$ cat config.mk
export PLATFORM = sky130hd
export DESIGN_NAME = nmis_detector
export DESIGN_NICKNAME = d
export VERILOG_FILES = /design/src/rtl/nmis_pkg.sv /design/src/rtl/nmis_ctrl.sv /design/src/rtl/nmis_datapath.sv /design/src/rtl/nmis_regs.sv /design/src/rtl/nmis_detector.sv
export SDC_FILE = /design/constraint.sdc
export NUM_CORES = 1
export LEC_CHECK = 0
export ABC_AREA = 1
export CAP_MARGIN = 20
export CORE_MARGIN = 8
export CORE_UTILIZATION = 51
export DETAILED_ROUTE_END_ITERATION = 16
export DONT_BUFFER_PORTS = 1
export GPL_ROUTABILITY_DRIVEN = 0
export PLACE_DENSITY = 0.66
export SLEW_MARGIN = 20
export SYNTH_ARGS = -nofsm -noshare
export SYNTH_HDL_FRONTEND = slang
export SYNTH_SLANG_ARGS = --single-unit
$ cat constraint.sdc
create_clock -name clk -period 6.1 [get_ports clk]
set_input_delay 1.525 -clock clk [delete_from_list [all_inputs] [get_ports clk]]
set_output_delay 1.525 -clock clk [all_outputs]
set_load 0.01 [all_outputs]
$ cat src/rtl/nmis_pkg.sv
package nmis_pkg;

    typedef enum logic [1:0] {
        S_IDLE = 2'd0,
        S_ADD  = 2'd1,
        S_CMP  = 2'd2
    } nmis_state_e;

    localparam logic [1:0] ADDR_SUM  = 2'd0;
    localparam logic [1:0] ADDR_THR  = 2'd1;
    localparam logic [1:0] ADDR_STAT = 2'd2;
    localparam logic [1:0] ADDR_MASK = 2'd3;

endpackage

$ cat src/rtl/nmis_ctrl.sv
module nmis_ctrl
    import nmis_pkg::*;
(
    input  logic        clk,
    input  logic        rst_n,
    input  logic        smp_vld,
    output nmis_state_e state,
    output logic        cap_en,
    output logic        sum_en,
    output logic        cmp_en,
    output logic        rdy_q
);

    nmis_state_e state_q, state_d;

    // state register
    always_ff @(posedge clk or negedge rst_n) begin
        if (!rst_n) begin
            state_q <= S_IDLE;
        end else begin
            state_q <= state_d;
        end
    end

    // next state
    always_comb begin
        state_d = state_q;
        unique case (state_q)
            S_IDLE:  if (smp_vld) state_d = S_ADD;   // capture
            S_ADD:   state_d = S_CMP;                // add_done
            S_CMP:   state_d = S_IDLE;               // cmp_done
            default: state_d = S_IDLE;
        endcase
    end

    // outputs
    always_comb begin
        cap_en = 1'b0;
        sum_en = 1'b0;
        cmp_en = 1'b0;
        unique case (state_q)
            S_IDLE:  cap_en = smp_vld;
            S_ADD:   sum_en = 1'b1;
            S_CMP:   cmp_en = 1'b1;
            default: ;
        endcase
    end

    always_ff @(posedge clk or negedge rst_n) begin
        if (!rst_n) begin
            rdy_q <= 1'b0;
        end else begin
            rdy_q <= cmp_en;
        end
    end

    assign state = state_q;

endmodule

$ cat src/rtl/nmis_datapath.sv
module nmis_datapath #(
    parameter int SMP_W = 24,
    parameter int SUM_W = 28
) (
    input  logic                    clk,
    input  logic                    rst_n,
    input  logic                    cap_en,
    input  logic                    sum_en,
    input  logic signed [SMP_W-1:0] ph_a,
    input  logic signed [SMP_W-1:0] ph_b,
    input  logic signed [SMP_W-1:0] ph_c,
    input  logic signed [SMP_W-1:0] ph_n,
    input  logic signed [SMP_W-1:0] thr,
    output logic signed [SUM_W-1:0] sum_q,
    output logic                    mismatch
);

    localparam int EXT_W = SUM_W - SMP_W;
    localparam int DIF_W = SUM_W + 2;
    localparam int NPH   = 3;

    logic signed [SMP_W-1:0] smp_q [NPH];
    logic signed [SMP_W-1:0] smp_in [NPH];
    logic signed [SMP_W-1:0] neu_q;
    logic signed [SUM_W-1:0] ext   [NPH];
    logic signed [SUM_W-1:0] sum_d;

    assign smp_in[0] = ph_a;
    assign smp_in[1] = ph_b;
    assign smp_in[2] = ph_c;

    // sample capture, one lane per phase
    for (genvar g = 0; g < NPH; g++) begin : g_lane
        always_ff @(posedge clk or negedge rst_n) begin
            if (!rst_n) begin
                smp_q[g] <= '0;
            end else if (cap_en) begin
                smp_q[g] <= smp_in[g];
            end
        end
        assign ext[g] = {{EXT_W{smp_q[g][SMP_W-1]}}, smp_q[g]};
    end

    always_ff @(posedge clk or negedge rst_n) begin
        if (!rst_n) begin
            neu_q <= '0;
        end else if (cap_en) begin
            neu_q <= ph_n;
        end
    end

    assign sum_d = ext[0] + ext[1] + ext[2];

    always_ff @(posedge clk or negedge rst_n) begin
        if (!rst_n) begin
            sum_q <= '0;
        end else if (sum_en) begin
            sum_q <= sum_d;
        end
    end

    // magnitude compare at a width with headroom
    logic signed [DIF_W-1:0] sum_x, neu_x, thr_x;
    logic signed [DIF_W-1:0] mag_s, mag_n, dif, adif;

    assign sum_x = {{(DIF_W-SUM_W){sum_q[SUM_W-1]}}, sum_q};
    assign neu_x = {{(DIF_W-SMP_W){neu_q[SMP_W-1]}}, neu_q};
    assign thr_x = {{(DIF_W-SMP_W){thr[SMP_W-1]}}, thr};

    assign mag_s = sum_x[DIF_W-1] ? -sum_x : sum_x;
    assign mag_n = neu_x[DIF_W-1] ? -neu_x : neu_x;
    assign dif   = mag_s - mag_n;
    assign adif  = dif[DIF_W-1] ? -dif : dif;

    assign mismatch = (thr_x <= 0) || (adif > thr_x);

endmodule

$ cat src/rtl/nmis_regs.sv
module nmis_regs
    import nmis_pkg::*;
#(
    parameter int SMP_W    = 24,
    parameter int SUM_W    = 28,
    parameter int BUS_W    = 32,
    parameter int FLAG_BIT = 20
) (
    input  logic                    clk,
    input  logic                    rst_n,
    input  logic                    reg_wr,
    input  logic [1:0]              reg_addr,
    input  logic [BUS_W-1:0]        reg_wdata,
    input  logic                    set_hit,
    input  logic signed [SUM_W-1:0] sum_q,
    output logic [BUS_W-1:0]        reg_rdata,
    output logic signed [SMP_W-1:0] thr_q,
    output logic                    flag_q,
    output logic                    mask_q,
    output logic                    irq_n
);

    localparam int PAD_W = BUS_W - SUM_W;
    localparam int EXT_W = SUM_W - SMP_W;

    logic wr_thr, wr_mask, clr_flag;
    wire  unused_wbits = ^reg_wdata;

    assign wr_thr   = reg_wr && (reg_addr == ADDR_THR);
    assign wr_mask  = reg_wr && (reg_addr == ADDR_MASK);
    assign clr_flag = reg_wr && (reg_addr == ADDR_STAT) && reg_wdata[FLAG_BIT];

    always_ff @(posedge clk or negedge rst_n) begin
        if (!rst_n) begin
            thr_q <= '0;
        end else if (wr_thr) begin
            thr_q <= reg_wdata[SMP_W-1:0];
        end
    end

    always_ff @(posedge clk or negedge rst_n) begin
        if (!rst_n) begin
            mask_q <= 1'b0;
        end else if (wr_mask) begin
            mask_q <= reg_wdata[FLAG_BIT];
        end
    end

    // set has priority over write-1-to-clear
    always_ff @(posedge clk or negedge rst_n) begin
        if (!rst_n) begin
            flag_q <= 1'b0;
        end else if (set_hit) begin
            flag_q <= 1'b1;
        end else if (clr_flag) begin
            flag_q <= 1'b0;
        end
    end

    always_comb begin
        reg_rdata = '0;
        unique case (reg_addr)
            ADDR_SUM:  reg_rdata = {{PAD_W{1'b0}}, sum_q};
            ADDR_THR:  reg_rdata = {{PAD_W{1'b0}}, {EXT_W{thr_q[SMP_W-1]}}, thr_q};
            ADDR_STAT: reg_rdata[FLAG_BIT] = flag_q;
            ADDR_MASK: reg_rdata[FLAG_BIT] = mask_q;
            default:   reg_rdata = '0;
        endcase
    end

    assign irq_n = ~(flag_q & mask_q);

endmodule

$ cat src/rtl/nmis_detector.sv
module nmis_detector
    import nmis_pkg::*;
#(
    parameter int SMP_W    = 24,
    parameter int SUM_W    = 28,
    parameter int BUS_W    = 32,
    parameter int FLAG_BIT = 20
) (
    input  logic                    clk,
    input  logic                    rst_n,
    input  logic                    smp_vld,
    input  logic signed [SMP_W-1:0] ph_a,
    input  logic signed [SMP_W-1:0] ph_b,
    input  logic signed [SMP_W-1:0] ph_c,
    input  logic signed [SMP_W-1:0] ph_n,
    input  logic                    reg_wr,
    input  logic [1:0]              reg_addr,
    input  logic [BUS_W-1:0]        reg_wdata,
    output logic [BUS_W-1:0]        reg_rdata,
    output logic                    sum_rdy,
    output logic                    irq_n
);

    nmis_state_e             state;
    logic                    cap_en, sum_en, cmp_en;
    logic                    mismatch;
    logic signed [SUM_W-1:0] sum_q;
    logic signed [SMP_W-1:0] thr_q;
    logic                    flag_q, mask_q;

    nmis_ctrl u_ctrl (
        .clk     (clk),
        .rst_n   (rst_n),
        .smp_vld (smp_vld),
        .state   (state),
        .cap_en  (cap_en),
        .sum_en  (sum_en),
        .cmp_en  (cmp_en),
        .rdy_q   (sum_rdy)
    );

    nmis_datapath #(
        .SMP_W (SMP_W),
        .SUM_W (SUM_W)
    ) u_dp (
        .clk      (clk),
        .rst_n    (rst_n),
        .cap_en   (cap_en),
        .sum_en   (sum_en),
        .ph_a     (ph_a),
        .ph_b     (ph_b),
        .ph_c     (ph_c),
        .ph_n     (ph_n),
        .thr      (thr_q),
        .sum_q    (sum_q),
        .mismatch (mismatch)
    );

    nmis_regs #(
        .SMP_W    (SMP_W),
        .SUM_W    (SUM_W),
        .BUS_W    (BUS_W),
        .FLAG_BIT (FLAG_BIT)
    ) u_regs (
        .clk       (clk),
        .rst_n     (rst_n),
        .reg_wr    (reg_wr),
        .reg_addr  (reg_addr),
        .reg_wdata (reg_wdata),
        .set_hit   (cmp_en & mismatch),
        .sum_q     (sum_q),
        .reg_rdata (reg_rdata),
        .thr_q     (thr_q),
        .flag_q    (flag_q),
        .mask_q    (mask_q),
        .irq_n     (irq_n)
    );

endmodule

==> impl_metrics.csv <==
group,metric,value,unit
run_status,outcome,"finished clean",
logic_synthesis,ys_ff_latch,151,
job,drv_cap,0,
global_route,grt_usage,23.0,%
global_route,grt.overflow.total,0,
clocking,cts_root_buffer,"clkbuf_16",
worst_setup_path,worstPathArrival,5.90,ns
clocking,clk_path_buf_depth,2,
clocking,worstSkewPairLatency,0.44,ns
worst_setup_path,slowest_delay,0.39,ns
cells_and_area,final_nets,2163,
logic_synthesis,synth-edff-count,0,
global_route,grt_pass1_vias,11700,
clocking,numClockSinks,151,
sta,fin_skew,0.0189,ns
logic_synthesis,synthTopCellsByArea,"dfrtp_1 29%, nand2_1 21%, ha_1 8.4%",
floorplan,die_h,175,um
clocking,clk_pin_slew,0.07,ns
clocking,cts_tree,"built",
drt,detail-route-antenna-nets,0,
logic_synthesis,synth.cell_area,12800,sq um
drt,drt-total-wl,35.0,mm
drt,drt_iter0_drc,729,
placed_design,place_area,13100,sq um
logic_synthesis,synth-async-reset-ratio,100,%
drt,drc,0,
cells_and_area,diodes,0,
placed_design,dp_hpwl,28.1,mm
floorplan,placementRows,58,
logic_synthesis,synth.most_common_cell,"nand2_1",
drt,first_pass_iters,5,
sta,rsz0062_at_grt,"no",
logic_synthesis,yosysSeqAreaShare,29.4,%
sta,worst_slew_pin_slew,1.01,ns
sta,relSlewSlack,32.7,%
floorplan,start_util,51.4,%
min_path,holdCritPathClass,"register to register",
clocking,cts_made_buffers,17,
floorplan,die-area,30500,sq um
worst_setup_path,crit_path_end_kind,"register",
logic_synthesis,synth_top_cells_by_count,"710 x nand2_1, 248 x inv_1, 151 x dfrtp_1, 138 x nor2_1, 97 x nand3_1",
sta,slew_violations,0,
sta,fmax,179,MHz
drt,post_drt_wl_per_cell,15.5,um
floorplan,core_area,25000,sq um
placed_design,io_buffers,0,
global_route,grt_pass1_wl,57.0,mm
floorplan,io_pins,168,
worst_setup_path,cp-start-kind,"register",
logic_synthesis,syn-mean-instance-area,6.66,sq um
logic_synthesis,ys_warn_count,0,
cells_and_area,drive_gt1_share,6.37,%
cells_and_area,syn2layout_area_growth,7.70,%
global_route,grt_max_degree,152,
drt,num_vias,11800,
worst_setup_path,cpMaxStageDelayCell,"dfrtp_1",
clocking,cts_max_level,4,
sta,hold_violations,0,
worst_setup_path,path_class,"register to register",
worst_setup_path,path_common_cell,"nand2_1",
drt,viasPerCell,5.23,
sta,layout_min_cycle_time,5.58,ns
worst_setup_path,crit_fanout,5,
logic_synthesis,yosys.area.top_type_share,29.4,%
global_route,antenna_found_initial,2,
cells_and_area,fin_area,13800,sq um
sta,min_period_over_period,91.4,%
floorplan,dieWidth,175,um
sta,fin_tns_setup,0,ns
logic_synthesis,yosys.cell_types.count,46,
logic_synthesis,synth_ff_type,"dfrtp_1",
sta,setup_viol,0,
worst_setup_path,required,6.42,ns
logic_synthesis,netlist_instances,1926,
logic_synthesis,synth_top_area_cell,"dfrtp_1",
worst max-delay path: cells and delay by family (launching register included):
| kind | cells | cell delay, ns |
|---|---|---|
| compound gates | 4 | 0.69 |
| xor+xnor | 2 | 0.36 |
| fa+ha+maj | 3 | 0.84 |
| buf+inv | 6 | 0.63 |
| flops | 1 | 0.39 |
| simple gates | 22 | 2.54 |
per-stage QoR:
step / hold WS, ns / cells / util, % / setup WS [ns]
finish: 0.498 / 2260 / 55.4 / 0.522
global route: 0.527 / 2260 / 55.4 / 0.0363
CTS: 0.501 / 2258 / 55.1 / 0.352
detailed placement: 0.483 / 2226 / 52.6 / 0.381
global placement: 0.471 / 2226 / 52.6 / 0.484
floorplan: 0.436 / 1936 / - / 1.46
flip-flops by register name, indices dropped and copies added, names as in the netlist:
signal / cells
u_regs.flag_q: 1
u_ctrl.state: 2
u_regs.mask_q: 1
u_ctrl.rdy_q: 1
u_dp.sum_q: 26
u_regs.thr_q: 24
u_dp.neu_q: 24
u_dp.ext: 72
worst paths after layout:
| path | start | end | slack (ns) | cells past startpoint |
|---|---|---|---|---|
| max in group asynchronous | rst_n | u_dp.sum_q[11]$_DFFE_PN0N_ | 5.06 | 0 |
| hold reg to reg | u_regs.thr_q[20]$_DFFE_PN0P_ | u_regs.thr_q[20]$_DFFE_PN0P_ | 0.50 | 2 |
| setup / recovery | u_dp.sum_q[0]$_DFFE_PN0N_ | u_regs.flag_q$_DFFE_PN0P_ | 0.52 | 37 |
| min in group asynchronous | rst_n | u_dp.ext[3]$_DFFE_PN0P_ | 0.78 | 0 |
| hold / removal | u_regs.thr_q[20]$_DFFE_PN0P_ | u_regs.thr_q[20]$_DFFE_PN0P_ | 0.50 | 2 |
| setup reg to reg | u_dp.sum_q[0]$_DFFE_PN0N_ | u_regs.flag_q$_DFFE_PN0P_ | 0.52 | 37 |
logic make-up (layout without fill, tap and decap cells):
family	count (synthesis)	after routing	synth area share (%)
buf+inv	314	308	9.43
flops	151	151	29.4
other cells	2	12	0.0585
fa+ha+maj	112	112	12.4
xor+xnor	77	77	5.25
compound gates	212	212	9.04
simple gates	1058	1058	34.4
placed cells by master (no fill, tap or decap), types with 6 or more instances in the layout:
| master | instances |
|---|---|
| clkinv_8 | 6 |
| o21ai_0 | 70 |
| inv_1 | 247 |
| clkbuf_16 | 17 |
| fa_1 | 26 |
| xnor2_1 | 14 |
| nand2_1 | 709 |
| conb_1 | 12 |
| nand3_1 | 97 |
| nor2_2 | 16 |
| inv_2 | 15 |
| dfrtp_1 | 151 |
| o21bai_1 | 6 |
| nand4_1 | 26 |
| ha_1 | 86 |
| o22ai_1 | 22 |
| a21oi_1 | 91 |
| xor2_1 | 61 |
| nor4_1 | 12 |
| or2_2 | 6 |
| buf_4 | 9 |
| nor2_1 | 134 |
| nor3_1 | 13 |
| nand3_2 | 9 |
| nand2_2 | 22 |
layout make-up:
class	instances	area [sq um]
Inverter	266	1000
Clock inverter	15	194
Clock buffer	17	425
Fill cell	2557	11100
Timing Repair Buffer	10	87.6
Multi-Input combinational cell	1471	7930
Tap cell	330	413
Sequential cell	151	3780
layer usage:
metal / part of all wire [%] / track usage [%]
met1: 43 / 27.9
met2: 48 / 38.8
met3: 4.7 / 4.27
met4: 4.7 / 11.3
met5: 0.066 / 0
timing repair:
action	in CTS	in global routing
resized for setup	0	10
hold endpoints to repair	0	0
endpoints found under the setup margin	0	1
buffers inserted	0	2
hold buffers	0	0
Power is not shown: default switching activity piles up to over one toggle a cycle in this logic, so the estimate is an artifact.
